File: config.mk
export PLATFORM = sky130hd
export DESIGN_NAME = ckgen_clkout
export DESIGN_NICKNAME = d
export VERILOG_FILES = /design/src/rtl/ckgen_pkg.sv /design/src/rtl/ckgen_timebase.sv /design/src/rtl/ckgen_trigger.sv /design/src/rtl/ckgen_wave.sv /design/src/rtl/ckgen_clkout.sv
export SDC_FILE = /design/constraint.sdc
export NUM_CORES = 1
export LEC_CHECK = 0
export CORE_UTILIZATION = 55
export CTS_CLUSTER_DIAMETER = 80
export DETAILED_ROUTE_END_ITERATION = 12
export DONT_BUFFER_PORTS = 1
export PLACE_DENSITY_LB_ADDON = 0.25
export SLEW_MARGIN = 15
export SYNTH_ARGS = -nofsm -noshare
export SYNTH_HDL_FRONTEND = slang
export SYNTH_SLANG_ARGS = --single-unit
File: constraint.sdc
create_clock -name clk -period 3.5 [get_ports clk]
set_input_delay 0 -clock clk [delete_from_list [all_inputs] [get_ports clk]]
set_output_delay 0 -clock clk [all_outputs]
set_load 0.02 [all_outputs]
File: src/rtl/ckgen_pkg.sv
package ckgen_pkg;

  localparam int ADDR_W = 3;

  localparam logic [ADDR_W-1:0] A_CTRL   = 3'd0;
  localparam logic [ADDR_W-1:0] A_HALF   = 3'd1;
  localparam logic [ADDR_W-1:0] A_ST_LO  = 3'd2;
  localparam logic [ADDR_W-1:0] A_ST_HI  = 3'd3;
  localparam logic [ADDR_W-1:0] A_PIN    = 3'd4;
  localparam logic [ADDR_W-1:0] A_ROUTE  = 3'd5;

  // control word layout, bit 0 at the right
  typedef struct packed {
    logic stamp_hold;
    logic irq_en;
    logic src_sel;
    logic arm;
    logic out_en;
  } ctrl_t;

  // two-word time, upper word first, compared as one unsigned value
  function automatic logic time_reached(input logic [63:0] now_t,
                                        input logic [63:0] start_t);
    return now_t >= start_t;
  endfunction

  function automatic logic arm_request(input ctrl_t c);
    return c.out_en & c.arm & c.src_sel;
  endfunction

endpackage

File: src/rtl/ckgen_timebase.sv
module ckgen_timebase #(
  parameter int LIMIT = 1000000000,
  parameter int W     = 32
) (
  input  logic         clk,
  input  logic         rst_n,
  output logic [W-1:0] t_lo,
  output logic [W-1:0] t_hi
);
  localparam logic [W-1:0] LO_LAST = W'(LIMIT - 1);

  logic wrap_evt;
  assign wrap_evt = (t_lo == LO_LAST);

  always_ff @(posedge clk) begin
    if (!rst_n) begin
      t_lo <= '0;
      t_hi <= '0;
    end else if (wrap_evt) begin
      t_lo <= '0;
      t_hi <= t_hi + 1'b1;
    end else begin
      t_lo <= t_lo + 1'b1;
    end
  end

  p_lo_range_r1: assert property (@(posedge clk) disable iff (!rst_n)
    t_lo <= LO_LAST);

  p_wrap_carry_r1: assert property (@(posedge clk) disable iff (!rst_n)
    wrap_evt |=> (t_lo == '0 && t_hi == $past(t_hi) + 1'b1));

  p_hi_steady_r1: assert property (@(posedge clk) disable iff (!rst_n)
    !wrap_evt |=> $stable(t_hi));

endmodule

File: src/rtl/ckgen_trigger.sv
module ckgen_trigger #(
  parameter int W = 32
) (
  input  logic         clk,
  input  logic         rst_n,
  input  logic         arm_load,
  input  logic         arm_value,
  input  logic [W-1:0] cur_lo,
  input  logic [W-1:0] cur_hi,
  input  logic [W-1:0] st_lo,
  input  logic [W-1:0] st_hi,
  output logic         fire
);
  import ckgen_pkg::*;

  logic armed;
  logic reached;

  assign reached = time_reached(64'({cur_hi, cur_lo}), 64'({st_hi, st_lo}));
  assign fire    = armed & reached & ~arm_load;

  always_ff @(posedge clk) begin
    if (!rst_n)        armed <= 1'b0;
    else if (arm_load) armed <= arm_value;
    else if (fire)     armed <= 1'b0;
  end

  p_disarm_r2: assert property (@(posedge clk) disable iff (!rst_n)
    fire |=> !armed);

  p_no_fire_unarmed_r5: assert property (@(posedge clk) disable iff (!rst_n)
    (arm_load && !arm_value) |=> !fire);

endmodule

File: src/rtl/ckgen_wave.sv
module ckgen_wave #(
  parameter int W = 32
) (
  input  logic         clk,
  input  logic         rst_n,
  input  logic         stop,
  input  logic         fire,
  input  logic [W-1:0] half,
  output logic         level,
  output logic         edge_evt
);
  logic         running;
  logic [W-1:0] cnt;
  logic         due;

  // countdown start value: a half-period of zero acts as one cycle
  function automatic logic [W-1:0] reload_of(input logic [W-1:0] h);
    return (h == '0) ? '0 : h - 1'b1;
  endfunction

  assign due      = running & (cnt == '0);
  assign edge_evt = ~stop & (fire | due);

  always_ff @(posedge clk) begin
    if (!rst_n || stop) begin
      running <= 1'b0;
      level   <= 1'b0;
      cnt     <= '0;
    end else if (fire) begin
      running <= 1'b1;
      level   <= 1'b1;
      cnt     <= reload_of(half);
    end else if (running) begin
      if (due) begin
        level <= ~level;
        cnt   <= reload_of(half);
      end else begin
        cnt <= cnt - 1'b1;
      end
    end
  end

  p_toggle_r6: assert property (@(posedge clk) disable iff (!rst_n)
    (due && !stop && !fire) |=> (level != $past(level)));

  p_hold_r6: assert property (@(posedge clk) disable iff (!rst_n)
    (running && !due && !stop && !fire) |=> $stable(level));

  p_idle_low_r4: assert property (@(posedge clk) disable iff (!rst_n)
    !running |-> !level);

endmodule

File: src/rtl/ckgen_clkout.sv
module ckgen_clkout #(
  parameter int LIMIT = 1000000000,
  parameter int W     = 32
) (
  input  logic                        clk,
  input  logic                        rst_n,
  input  logic                        wr_en,
  input  logic [ckgen_pkg::ADDR_W-1:0] wr_addr,
  input  logic [W-1:0]                wr_data,
  output logic [W-1:0]                time_lo,
  output logic [W-1:0]                time_hi,
  output logic                        pin_out,
  output logic                        pin_oe,
  output logic                        irq,
  output logic                        stamp_hold
);
  import ckgen_pkg::*;

  localparam int CW = $bits(ctrl_t);

  ctrl_t        wctl;
  logic         ctrl_wr;
  logic         irq_en_q;
  logic         hold_q;
  logic [W-1:0] half_q;
  logic [W-1:0] st_lo_q;
  logic [W-1:0] st_hi_q;
  logic         pin_dir_q;
  logic         pin_fn_q;
  logic         route_en_q;
  logic [1:0]   route_src_q;
  logic         fire;
  logic         level;
  logic         edge_evt;
  logic         irq_q;
  logic         route_ok;

  assign wctl    = ctrl_t'(wr_data[CW-1:0]);
  assign ctrl_wr = wr_en & (wr_addr == A_CTRL);

  always_ff @(posedge clk) begin
    if (!rst_n) begin
      irq_en_q    <= 1'b0;
      hold_q      <= 1'b0;
      half_q      <= '0;
      st_lo_q     <= '0;
      st_hi_q     <= '0;
      pin_dir_q   <= 1'b0;
      pin_fn_q    <= 1'b0;
      route_en_q  <= 1'b0;
      route_src_q <= '0;
    end else if (wr_en) begin
      unique case (wr_addr)
        A_CTRL:  begin irq_en_q <= wctl.irq_en; hold_q <= wctl.stamp_hold; end
        A_HALF:  half_q  <= wr_data;
        A_ST_LO: st_lo_q <= wr_data;
        A_ST_HI: st_hi_q <= wr_data;
        A_PIN:   begin pin_dir_q <= wr_data[0]; pin_fn_q <= wr_data[1]; end
        A_ROUTE: begin route_en_q <= wr_data[0]; route_src_q <= wr_data[2:1]; end
        default: ;
      endcase
    end
  end

  ckgen_timebase #(.LIMIT(LIMIT), .W(W)) u_timebase (
    .clk  (clk),
    .rst_n(rst_n),
    .t_lo (time_lo),
    .t_hi (time_hi)
  );

  ckgen_trigger #(.W(W)) u_trigger (
    .clk      (clk),
    .rst_n    (rst_n),
    .arm_load (ctrl_wr),
    .arm_value(arm_request(wctl)),
    .cur_lo   (time_lo),
    .cur_hi   (time_hi),
    .st_lo    (st_lo_q),
    .st_hi    (st_hi_q),
    .fire     (fire)
  );

  ckgen_wave #(.W(W)) u_wave (
    .clk     (clk),
    .rst_n   (rst_n),
    .stop    (ctrl_wr),
    .fire    (fire),
    .half    (half_q),
    .level   (level),
    .edge_evt(edge_evt)
  );

  always_ff @(posedge clk) begin
    if (!rst_n) irq_q <= 1'b0;
    else        irq_q <= edge_evt & irq_en_q;
  end

  assign route_ok   = route_en_q & (route_src_q == 2'd0);
  assign pin_out    = level & pin_dir_q & pin_fn_q & route_ok;
  assign pin_oe     = pin_dir_q;
  assign irq        = irq_q;
  assign stamp_hold = hold_q;

  p_off_r4: assert property (@(posedge clk) disable iff (!rst_n)
    (ctrl_wr && wr_data == '0) |=> (!pin_out && !irq));

  p_irq_gate_r8: assert property (@(posedge clk) disable iff (!rst_n)
    irq |-> irq_en_q);

  p_irq_edge_r8: assert property (@(posedge clk) disable iff (!rst_n)
    irq |-> (level != $past(level)));

  p_pin_gate_r7: assert property (@(posedge clk) disable iff (!rst_n)
    pin_out |-> (pin_dir_q && pin_fn_q && route_en_q && route_src_q == 2'd0));

endmodule

==> metrics.md, run 1 <==
| Metric | Value |
|---|---|
| GR Util met2 | 0.475 |
| Antenna violations before repair | 6 |
| Fraction of the yosys area taken by sequential cells | 0.368 |
| Input/output buffers | 0 |
| Start point of the critical path | u_timebase.t_hi[27] |
| Result of the run | finished, final reports clean |
| Power density cells | 431 mW/mm^2 |
| Number of maximum-capacitance violations | 0 |
| Number of search-and-repair iterations in the first detailed-routing pass | 5 |
| Transition time at the pin with the least slew margin | 1.15 ns |
| Accumulated negative setup slack | 0 ns |
| Post-detailed-route count of antenna-violating nets | 0 |
| Period utilisation layout | 0.942 |
| Count of flip-flops with a built-in enable after synthesis | 0 |
| Reg2reg path depth | 10 |
| Standard-cell row count | 51 |
| Synth Area per Inst | 8.00 um^2 |
| Vias/cell | roughly 5.7 |
| Final setup fails | 0 |
| Most frequent standard cell in the layout excluding fill and tap cells | sky130_fd_sc_hd__nand2_1 |
| Number of max-slew violations in the final report | 0 |
| Cts bufs inserted | 24 |
| Hold Fails Final Rpt | 0 |
| Main synth FF type | sky130_fd_sc_hd__dfxtp_1 |
| Final std cells w/o fill | 1710 |
| FMAX | 303 MHz |
| First-pass GRT wire length | 47200 um |
| I/O Pins | 106 |
| Worst-skew pair later-pin latency | around 0.52 ns |
| Clock Path Buffers | 3 |
| Maximum level of the CTS H-tree | 1 |
| Clock tree from TritonCTS | yes |
| Area of the placeable core | 0.0196 mm^2 |
| Class of the most critical hold timing path | input pin to register |
| Share of synthesized registers carrying an async set or reset | 0 |
| Half-perimeter wire length of the detailed placement result | 20100 um |
| Master cell of the clock root buffer | sky130_fd_sc_hd__clkbuf_16 |
| Reported leakage power | 0.00508 uW |
| Number of different library cells in the post-synthesis netlist | 58 |
| Largest net degree at the start of global routing | 140 |
| Count of synthesis-stage warnings from yosys | 0 |
| Arrival time reported for the critical path endpoint | 3.72 ns |
| GRT Max-Usage Layer | met2 |
| Kind of start point of the critical path | register |
| Total design power | 5480 uW |
| Die span in x | 144 um |
| Number of cells in the design after placement | 1622 |
| Leftover overflow at the end of global routing | 0 |
| Global-route met1 utilization | 0.375 |
| Initial drt markers | 607 |
| Setup slack, reg-to-reg | 0.20 ns |
| Routability-driven placement congestion ratio | 0.872 |
| Clock edge transition at the registers on the reported setup and hold paths | about 0.06 ns |
| Category of the critical setup timing path | register to register |
| Shortest period the worst path allows | 3.30 ns |
| Effective utilization at floorplan | 0.564 |
| CTS Sinks | between 200 and 250 |
| Height of the die | 144 um |
| Net count of the finished layout | roughly 1500 |
| Critical Path Sink | u_wave.cnt[2] |
| Critical Path End Type | register |
| DR WL/cell | roughly 17 um |
| Remaining routing DRC violations | 0 |
| Commonest cells after routing, fill and taps aside | sky130_fd_sc_hd__nand2_1 (277), sky130_fd_sc_hd__dfxtp_1 (203), sky130_fd_sc_hd__a21boi_0 (107), sky130_fd_sc_hd__nor2_1 (83), sky130_fd_sc_hd__inv_1 (79) |
| WL final | 29100 um |
| Number of global-route vias before repair | about 9200 |
| Smallest setup slack after layout | roughly 0.20 ns |
| DP Worst Slack | between 0.15 and 0.2 ns |
| Met3 global-route usage | 0.0593 |
| Endpoint of the most critical register-to-register path | u_wave.cnt[2] |
| Die Footprint | 0.0207 mm^2 |
| Worst ir drop on vdd | 363 uV |
| Via total after detailed routing | a little under 10000 |
| Layout Skew | about 0.019 ns |
| Relative area change from synthesis to final layout | 15.0% |
| Number of nets produced by synthesis | 1488 |
| Number of instances in the synthesized netlist | 1382 |
| Crit path required time | about 3.9 ns |
| Number of flip-flops and latches in the synthesized netlist | 203 |
| Slew HR | 0.230 |
| Tot GR Track Use | 0.290 |
| Cell area after synthesis | 0.0111 mm^2 |
| Fraction of final layout cells sized beyond drive strength 1 | 0.0673 |
| RSZ-0062 raised after global routing | no |
| Largest fanout on the critical path | 38 |
| Setup bufs post-CTS | 0 |
| Worst hold margin | around 0.0064 ns |
| Launch instance of the worst register-to-register path | u_timebase.t_hi[27] |
## cells by family (layout without fill, tap and decap cells)
family                     count (synthesis)  after routing  synth area share
adders and majority gates                 68             68            0.0770
xor gates and xnor gates                  89             89            0.0705
muxes                                     14             14            0.0128
other                                      0              4                 0
DFF                                      203            203             0.368
AOI/OAI and AO/OA                        261            261             0.155
and+or+nand+nor                          610            610             0.270
buffers and inverters                    137            196            0.0472
## synthesized netlist by cell type, drive strengths merged, types with 13 or more instances
master,instances,area share
and3,23,0.013
clkbuf,54,0.018
a21boi,108,0.073
ha,68,0.077
nor4,16,0.014
a21oi,60,0.027
nor3,30,0.015
dfxtp,203,0.37
nand2,277,0.094
nor2b,18,0.010
o21ai,44,0.020
mux2i,13,0.012
and2,38,0.022
nor2,85,0.030
xnor2,48,0.038
xor2,41,0.032
or4,14,0.0098
nand4,22,0.014
nand3,41,0.019
inv,79,0.027
## worst min path at each step
stage                startpoint                 end  slack [ns]  depth (start not counted)
floorplan           wr_data[27]          half_q[27]        0.14                          2
global placement          rst_n  u_timebase.t_lo[6]        0.13                          1
detailed placement        rst_n  u_timebase.t_lo[6]        0.13                          1
CTS                       rst_n      u_wave.cnt[29]       0.003                          2
global route              rst_n      u_wave.cnt[31]        0.03                          2
finish               wr_addr[2]          stamp_hold       0.006                          4
## per-layer routing
layer  share of wire  vias up  wire [um]
met4           0.031        4        903
met1            0.43     4503      12600
met5         0.00096        -         28
li1                -     4822          -
met2            0.46      292      13500
met3           0.069       72       2010
## through the flow
stage | utilization | cell area, um^2
final | 0.649 | 12700
after detailed placement | 0.584 | 11400
after global routing | 0.649 | 12700
after CTS | 0.648 | 12700
after floorplan | - | 11100
after global placement | 0.584 | 11400
## sequential cells by signal (all words and copies together) (netlist names), 2 cells and up
register,cells
half_q,32
st_hi_q,32
st_lo_q,32
u_timebase.t_hi,32
u_timebase.t_lo,32
u_wave.cnt,32
route_src_q,2
## where the power goes
| group | switching [uW] | internal (uW) | total, uW |
|---|---|---|---|
| combinational | 311 | 198 | 509 |
| sequential | 22.9 | 2340 | 2360 |
| clock | 999 | 1610 | 2610 |
| total | 1330 | 4150 | 5480 |
## what timing repair did
| action | 4_1_cts | 5_1_grt |
|---|---|---|
| setup endpoints to repair | 0 | 13 |
| resized for setup | 0 | 1 |
| hold buffers | 40 | 0 |
| hold endpoints to repair | 168 | 0 |
## worst max-delay path, cell delays in order, from the launching register on
cell and delay [ns]:
sky130_fd_sc_hd__dfxtp_1 0.41, sky130_fd_sc_hd__ha_1 0.37, sky130_fd_sc_hd__nand4_1 0.19, sky130_fd_sc_hd__nor4_2 0.41, sky130_fd_sc_hd__nand4_1 0.21, sky130_fd_sc_hd__nor4_1 0.53, sky130_fd_sc_hd__o21ai_1 0.22, sky130_fd_sc_hd__a21boi_2 0.26
sky130_fd_sc_hd__buf_12 0.23, sky130_fd_sc_hd__o22ai_1 0.11, sky130_fd_sc_hd__a211oi_1 0.24
## cell type report
type | instances | area (um^2)
antenna | 4 | 10.0
clock buffer | 31 | 688
clock inverter | 13 | 149
fill | 1672 | 6880
inverter | 79 | 297
multi-input combinational | 1042 | 6480
sequential | 203 | 4060
tap | 265 | 332
timing repair buffer | 73 | 691
Note: power is estimated with default switching activity, not from simulation.
==> run 2: changes to the inputs <==
--- a/config.mk
+++ b/config.mk
@@ -9,8 +9,9 @@
 export CTS_CLUSTER_DIAMETER = 80
 export DETAILED_ROUTE_END_ITERATION = 12
 export DONT_BUFFER_PORTS = 1
-export PLACE_DENSITY_LB_ADDON = 0.25
+export PLACE_DENSITY = 0.73
 export SLEW_MARGIN = 15
 export SYNTH_ARGS = -nofsm -noshare
 export SYNTH_HDL_FRONTEND = slang
+export SYNTH_HIERARCHICAL = 1
 export SYNTH_SLANG_ARGS = --single-unit
==> run 2 against run 1 <==
Net effect:
- power decreased by 2.9%
- routed wire length grew 9.1%
- synthesized cell count down 3.4%
- combinational power about the same
- sequential cell count is the same
- clock-buffer cell count shrank 6
- global-route usage fell by 0.063 points
- hold slack gained 0.064 ns
- critical endpoint is now u_wave/cnt[21]
- largest cell class unchanged
- largest power group unchanged
==> metrics.md, run 2 <==
| Metric | Value |
|---|---|
| Result of the run | finished, final reports clean |
| CTS Sinks | 203 |
| Layout Skew | ~0.020 ns |
| Number of max-slew violations in the final report | 0 |
| Clock tree from TritonCTS | yes |
| Fraction of final layout cells sized beyond drive strength 1 | 0.0983 |
| Reported leakage power | 0.00554 uW |
| Count of synthesis-stage warnings from yosys | 6 |
| Accumulated negative setup slack | 0 ns |
| Relative area change from synthesis to final layout | 14.6% |
| Worst-skew pair later-pin latency | 0.52 ns |
| Worst ir drop on vdd | 350 uV |
| Number of maximum-capacitance violations | 0 |
| Category of the critical setup timing path | register to register |
| Remaining routing DRC violations | 0 |
| FMAX | 305 MHz |
| Shortest period the worst path allows | ~3.3 ns |
| Critical Path End Type | register |
| Dominant cell by count in the synthesized netlist | sky130_fd_sc_hd__nand2_1 |
| Power density cells | 406 mW/mm^2 |
| Maximum level of the CTS H-tree | 1 |
| Commonest cells after routing, fill and taps aside | sky130_fd_sc_hd__nand2_1 (204), sky130_fd_sc_hd__dfxtp_1 (203), sky130_fd_sc_hd__mux2i_1 (109), sky130_fd_sc_hd__nor2_1 (84), sky130_fd_sc_hd__inv_1 (76) |
| Smallest setup slack after layout | ~0.22 ns |
| Vias/cell | 6.02 |
| Share of synthesized registers carrying an async set or reset | 0 |
| Tot GR Track Use | 0.289 |
| Slew HR | 0.366 |
| Post-route design area | between 0.01 and 0.015 mm^2 |
| Height of the die | 146 um |
| Largest fanout on the critical path | 12 |
| Number of search-and-repair iterations in the first detailed-routing pass | 5 |
| Master cell of the clock root buffer | sky130_fd_sc_hd__clkbuf_16 |
| First-pass GRT wire length | 49800 um |
| Arrival time reported for the critical path endpoint | approximately 3.7 ns |
| Fraction of the yosys area taken by sequential cells | 0.355 |
| Routability-driven placement congestion ratio | 0.978 |
| Number of global-route vias before repair | 9417 |
| Post-detailed-route count of antenna-violating nets | 0 |
| Largest stage delay on the critical path | 0.37 ns |
| Effective utilization at floorplan | 0.564 |
| Leftover overflow at the end of global routing | 0 |
| Largest net degree at the start of global routing | 154 |
| Clock Path Buffers | 3 |
| Synth Area per Inst | 8.58 um^2 |
| Number of nets produced by synthesis | 1442 |
| Critical Path, Cell by Cell | inv_1 -> ha_1 -> nand2b_4 -> a2111oi_4 -> a21oi_1 -> a221o_1 -> o311ai_1 -> nand3_1 -> and3b_1 -> inv_1 -> buf_4 -> nand2_1 -> nor2_1 -> a41o_1 -> a21oi_1 -> o21ai_0 |
| DR WL/cell | 18.8 um |
| Library cell occupying the most area in the post-synthesis netlist | sky130_fd_sc_hd__dfxtp_1 |
| Number of instances in the synthesized netlist | 1335 |
| Die Footprint | roughly 0.021 mm^2 |
| Count of flip-flops with a built-in enable after synthesis | 0 |
| Crit path required time | 3.95 ns |
| Launch instance of the worst register-to-register path | u_timebase/t_lo[0] |
| Setup bufs post-CTS | 0 |
| Number of different library cells in the post-synthesis netlist | 79 |
| Input/output buffers | 0 |
| Hold Fails Final Rpt | 0 |
| Yosys top cell area share | 0.355 |
| Main synth FF type | sky130_fd_sc_hd__dfxtp_1 |
| Top cell types by occurrence after synthesis | sky130_fd_sc_hd__nand2_1 (204), sky130_fd_sc_hd__dfxtp_1 (203), sky130_fd_sc_hd__mux2i_1 (109) |
| Standard-cell row count | 52 |
| Die span in x | 146 um |
| Area of the placeable core | 0.0203 mm^2 |
| Most frequent standard cell in the layout excluding fill and tap cells | sky130_fd_sc_hd__nand2_1 |
| DP Worst Slack | 0.257 ns |
| Start point of the critical path | u_timebase/t_lo[0] |
| Net count of the finished layout | between 1500 and 2000 |
| Final setup fails | 0 |
| Clock edge transition at the registers on the reported setup and hold paths | 0.07 ns |
| Period utilisation layout | 0.936 |
| Critical Path Slowest Stage Cell | sky130_fd_sc_hd__a221o_1 |
| Placement Cell Area | 0.0119 mm^2 |
| Cell area after synthesis | about 0.011 mm^2 |
| Biggest area contributors in the synthesized netlist | sky130_fd_sc_hd__dfxtp_1 (35%), sky130_fd_sc_hd__mux2i_1 (9.5%), sky130_fd_sc_hd__ha_1 (7.5%) |
| Antenna violations before repair | 2 |
| Class of the most critical hold timing path | input pin to register |
| Number of flip-flops and latches in the synthesized netlist | 203 |
| RSZ-0062 raised after global routing | no |
| Kind of start point of the critical path | register |
| WL final | 31700 um |
| Half-perimeter wire length of the detailed placement result | 22700 um |
| Cts bufs inserted | 22 |
| Initial drt markers | between 800 and 900 |
| I/O Pins | 106 |
| Hold_sp | wr_en |
| Transition time at the pin with the least slew margin | 0.951 ns |
| Via total after detailed routing | between 10000 and 15000 |
==> run 2: cell types whose count changed after synthesis, sizes merged, moves of 20 or more <==
cell | before | now
xnor2 | 48 | 24
nand2 | 277 | 205
mux2i | 13 | 109
and2 | 38 | 6
a21boi | 108 | 1
nand4 | 22 | 42
==> run 2: power breakdown <==
part           internal, uW  switching (uW)
clock                  1450            1000
sequential             2340            24.3
combinational           199             309
==> run 2: routing by layer <==
layer,part of all wire,global-route usage,vias up
li1,-,-,4897
met2,0.46,0.474,349
met4,0.022,0.0844,0
met1,0.44,0.384,4854
met5,0,0,-
met3,0.071,0.0578,43
==> run 2: worst paths after layout <==
path,cells after the start,slack (ns),to
worst min register to register,2,0.46,irq_en_q
worst max register to register,16,0.22,u_wave/cnt[21]
worst max-delay path,16,0.22,u_wave/cnt[21]
worst min-delay path,3,0.07,st_hi_q[4]
==> run 2: layout make-up <==
cell class / count / area [um^2]
clock buffers: 25 / 592
flip-flops and latches: 203 / 4060
inverters: 77 / 289
diodes: 1 / 2.50
well taps: 270 / 338
repair buffers: 96 / 841
clock inverters: 15 / 176
multi-input cells: 998 / 6820
fillers: 1694 / 7180
==> run 2: cells by family after synthesis <==
group	synth area share
and+or+nand+nor	0.258
DFF	0.355
AOI/OAI and AO/OA	0.114
buffers and inverters	0.0504
muxes	0.0992
adders and majority gates	0.0754
xor gates and xnor gates	0.0482
==> run 2: critical path: cells and delay by family, from the launching register on <==
kind / cells / cell delay (ns)
compound gates: 7 / 1.40
simple gates: 5 / 0.87
buf+inv: 3 / 0.34
flops: 1 / 0.33
fa+ha+maj: 1 / 0.28
==> run 2: what timing repair did <==
| action | CTS | global route |
|---|---|---|
| endpoints found under the hold margin | 161 | 0 |
| gates resized for setup | 0 | 0 |
| setup endpoints to repair | 0 | 0 |
| hold buffers | 41 | 0 |
==> run 2: per-stage QoR <==
step	utilization	hold slack (ns)	cells	power, uW
5_1_grt	0.646	0.103	1685	5490
4_1_cts	0.646	0.0754	1684	5330
3_3_place_gp	0.587	0.141	1603	2840
3_5_place_dp	0.587	0.143	1603	2850
6_report	0.646	0.0703	1685	5320
2_1_floorplan	-	0.149	1335	2760
==> run 3: changes to the inputs <==
--- a/config.mk
+++ b/config.mk
@@ -5,8 +5,9 @@
 export SDC_FILE = /design/constraint.sdc
 export NUM_CORES = 1
 export LEC_CHECK = 0
+export CAP_MARGIN = 20
 export CORE_UTILIZATION = 55
-export CTS_CLUSTER_DIAMETER = 80
+export CTS_BUF_LIST = sky130_fd_sc_hd__clkbuf_16
 export DETAILED_ROUTE_END_ITERATION = 12
 export DONT_BUFFER_PORTS = 1
 export PLACE_DENSITY = 0.73
==> run 3 against run 2 <==
Net effect:
- setup slack better by 0.0060 ns
- fmax increased by 0.18%
- clock skew increased by 0.0035 ns
- power is 1.4% lower
- largest power group unchanged
- hold slack gained 0.0016 ns
==> metrics.md, run 3 (synthesis results as in run 2) <==
| Metric | Value |
|---|---|
| Most frequent standard cell in the layout excluding fill and tap cells | sky130_fd_sc_hd__nand2_1 |
| Die span in x | 146 um |
| Hold Fails Final Rpt | 0 |
| Worst-skew pair later-pin latency | 0.52 ns |
| Number of max-slew violations in the final report | 0 |
| Largest net degree at the start of global routing | around 150 |
| Final cell utilization of the core | 0.645 |
| Power density cells | 401 mW/mm^2 |
| Critical Path End Type | register |
| Standard-cell row count | 52 |
| Combined area of the multi-input logic cells | 0.00682 mm^2 |
| Total design power | around 5200 uW |
| Via total after detailed routing | 10200 |
| Worst ir drop on vdd | 346 uV |
| Clock edge transition at the registers on the reported setup and hold paths | roughly 0.07 ns |
| Kind of start point of the critical path | register |
| Sequential Area | 0.00406 mm^2 |
| CTS Sinks | a little over 200 |
| Final setup fails | 0 |
| Reported leakage power | 0.00553 uW |
| Post-detailed-route count of antenna-violating nets | 0 |
| Largest fanout on the critical path | 5 |
| I/O Pins | 106 |
| Crit path required time | 3.95 ns |
| DR WL/cell | 18.7 um |
| Slew HR | 0.365 |
| Die Footprint | around 0.021 mm^2 |
| Leftover overflow at the end of global routing | 0 |
| Input/output buffers | 0 |
| Fraction of final layout cells sized beyond drive strength 1 | 0.0961 |
| Category of the critical setup timing path | register to register |
| Transition time at the pin with the least slew margin | ~0.95 ns |
| Antenna violations before repair | 2 |
| Accumulated negative setup slack | 0 ns |
| Clock tree from TritonCTS | yes |
| # fillers | 1707 |
| Area of the placeable core | 0.0203 mm^2 |
| Routability-driven placement congestion ratio | approximately 0.98 |
| Cts bufs inserted | 22 |
| Net count of the finished layout | 1506 |
| DP Worst Slack | 0.257 ns |
| Commonest cells after routing, fill and taps aside | sky130_fd_sc_hd__nand2_1 (204), sky130_fd_sc_hd__dfxtp_1 (203), sky130_fd_sc_hd__mux2i_1 (109), sky130_fd_sc_hd__nor2_1 (84), sky130_fd_sc_hd__inv_1 (76) |
| Initial drt markers | around 790 |
| Relative area change from synthesis to final layout | 14.4% |
| Number of search-and-repair iterations in the first detailed-routing pass | 7 |
| Smallest setup slack after layout | between 0.2 and 0.25 ns |
| Maximum level of the CTS H-tree | 1 |
| RSZ-0062 raised after global routing | no |
| Clock Path Buffers | 3 |
| Setup slack, reg-to-reg | 0.23 ns |
| Effective utilization at floorplan | 0.564 |
| First-pass GRT wire length | 49700 um |
| Placement Cell Area | 0.0119 mm^2 |
| Layout Skew | 0.0233 ns |
| Post-route design area | between 0.01 and 0.015 mm^2 |
| Shortest period the worst path allows | roughly 3.3 ns |
| Height of the die | roughly 150 um |
| FMAX | ~300 MHz |
| Remaining routing DRC violations | 0 |
| Result of the run | finished, final reports clean |
| Number of maximum-capacitance violations | 0 |
| Class of the most critical hold timing path | input pin to register |
| Vias/cell | just over 6 |
| Number of resized instances in the post-cts repair step | 0 |
| Tot GR Track Use | 0.288 |
| WL final | 31600 um |
| Master cell of the clock root buffer | sky130_fd_sc_hd__clkbuf_16 |
| Arrival time reported for the critical path endpoint | 3.72 ns |
| Period utilisation layout | 0.934 |
| Half-perimeter wire length of the detailed placement result | 22700 um |
| Number of global-route vias before repair | 9459 |
## run 3: changes by cell type in the layout (fill, tap and decap cells not counted), sizes merged
cell,before,now
clkbuf,25,22
dlygate4sd3,40,41
clkinv,10,13
## run 3: stage by stage
stage	hold WS, ns	cells
finish	0.0719	1686
global placement	0.141	1603
CTS	0.0742	1685
floorplan	0.149	1335
global route	0.103	1686
detailed placement	0.143	1603
## run 3: worst paths after layout
| kind | start | endpoint | depth (start not counted) |
|---|---|---|---|
| worst min-delay path | wr_en | st_hi_q[4] | 3 |
| worst max register to register | u_timebase/t_lo[0] | u_wave/cnt[17] | 13 |
| worst max-delay path | u_timebase/t_lo[0] | u_wave/cnt[17] | 13 |
| worst min register to register | st_lo_q[10] | st_lo_q[10] | 2 |
## run 3: what timing repair did
action,in CTS,in global routing
hold buffers,42,0
hold endpoints to repair,161,0
buffers inserted,0,0
setup endpoints to repair,0,0
## run 3: critical path, cell delays in order, from the launching register on
cell,delay (ns)
sky130_fd_sc_hd__dfxtp_1,0.33
sky130_fd_sc_hd__inv_1,0.05
sky130_fd_sc_hd__ha_1,0.28
sky130_fd_sc_hd__nand2b_4,0.14
sky130_fd_sc_hd__a2111oi_4,0.32
sky130_fd_sc_hd__a21oi_1,0.09
sky130_fd_sc_hd__a221o_1,0.37
sky130_fd_sc_hd__o311ai_1,0.29
sky130_fd_sc_hd__nand3_1,0.19
sky130_fd_sc_hd__and3b_1,0.26
sky130_fd_sc_hd__inv_1,0.09
sky130_fd_sc_hd__nand2_1,0.12
sky130_fd_sc_hd__or4_1,0.53
sky130_fd_sc_hd__a31oi_1,0.16
## run 3: area by class of cell
type | count | area share
clock inverter | 18 | 0.0143
tap | 270 | 0.0258
sequential | 203 | 0.310
antenna | 1 | 0.000191
timing repair buffer | 97 | 0.0650
inverter | 77 | 0.0221
clock buffer | 22 | 0.0420
multi-input combinational | 998 | 0.520
## run 3: layer usage
metal  track usage  up-vias  share of wire
li1              -     4898              -
met1         0.382     4872           0.44
met2         0.468      361           0.46
met3        0.0603       50          0.076
met4        0.0891        0          0.023
met5             0        -              0
## run 3: report_power, final
part | internal, uW | switching, uW
sequential | 2340 | 24.3
clock | 1380 | 995
combinational | 199 | 307
total | 3920 | 1330
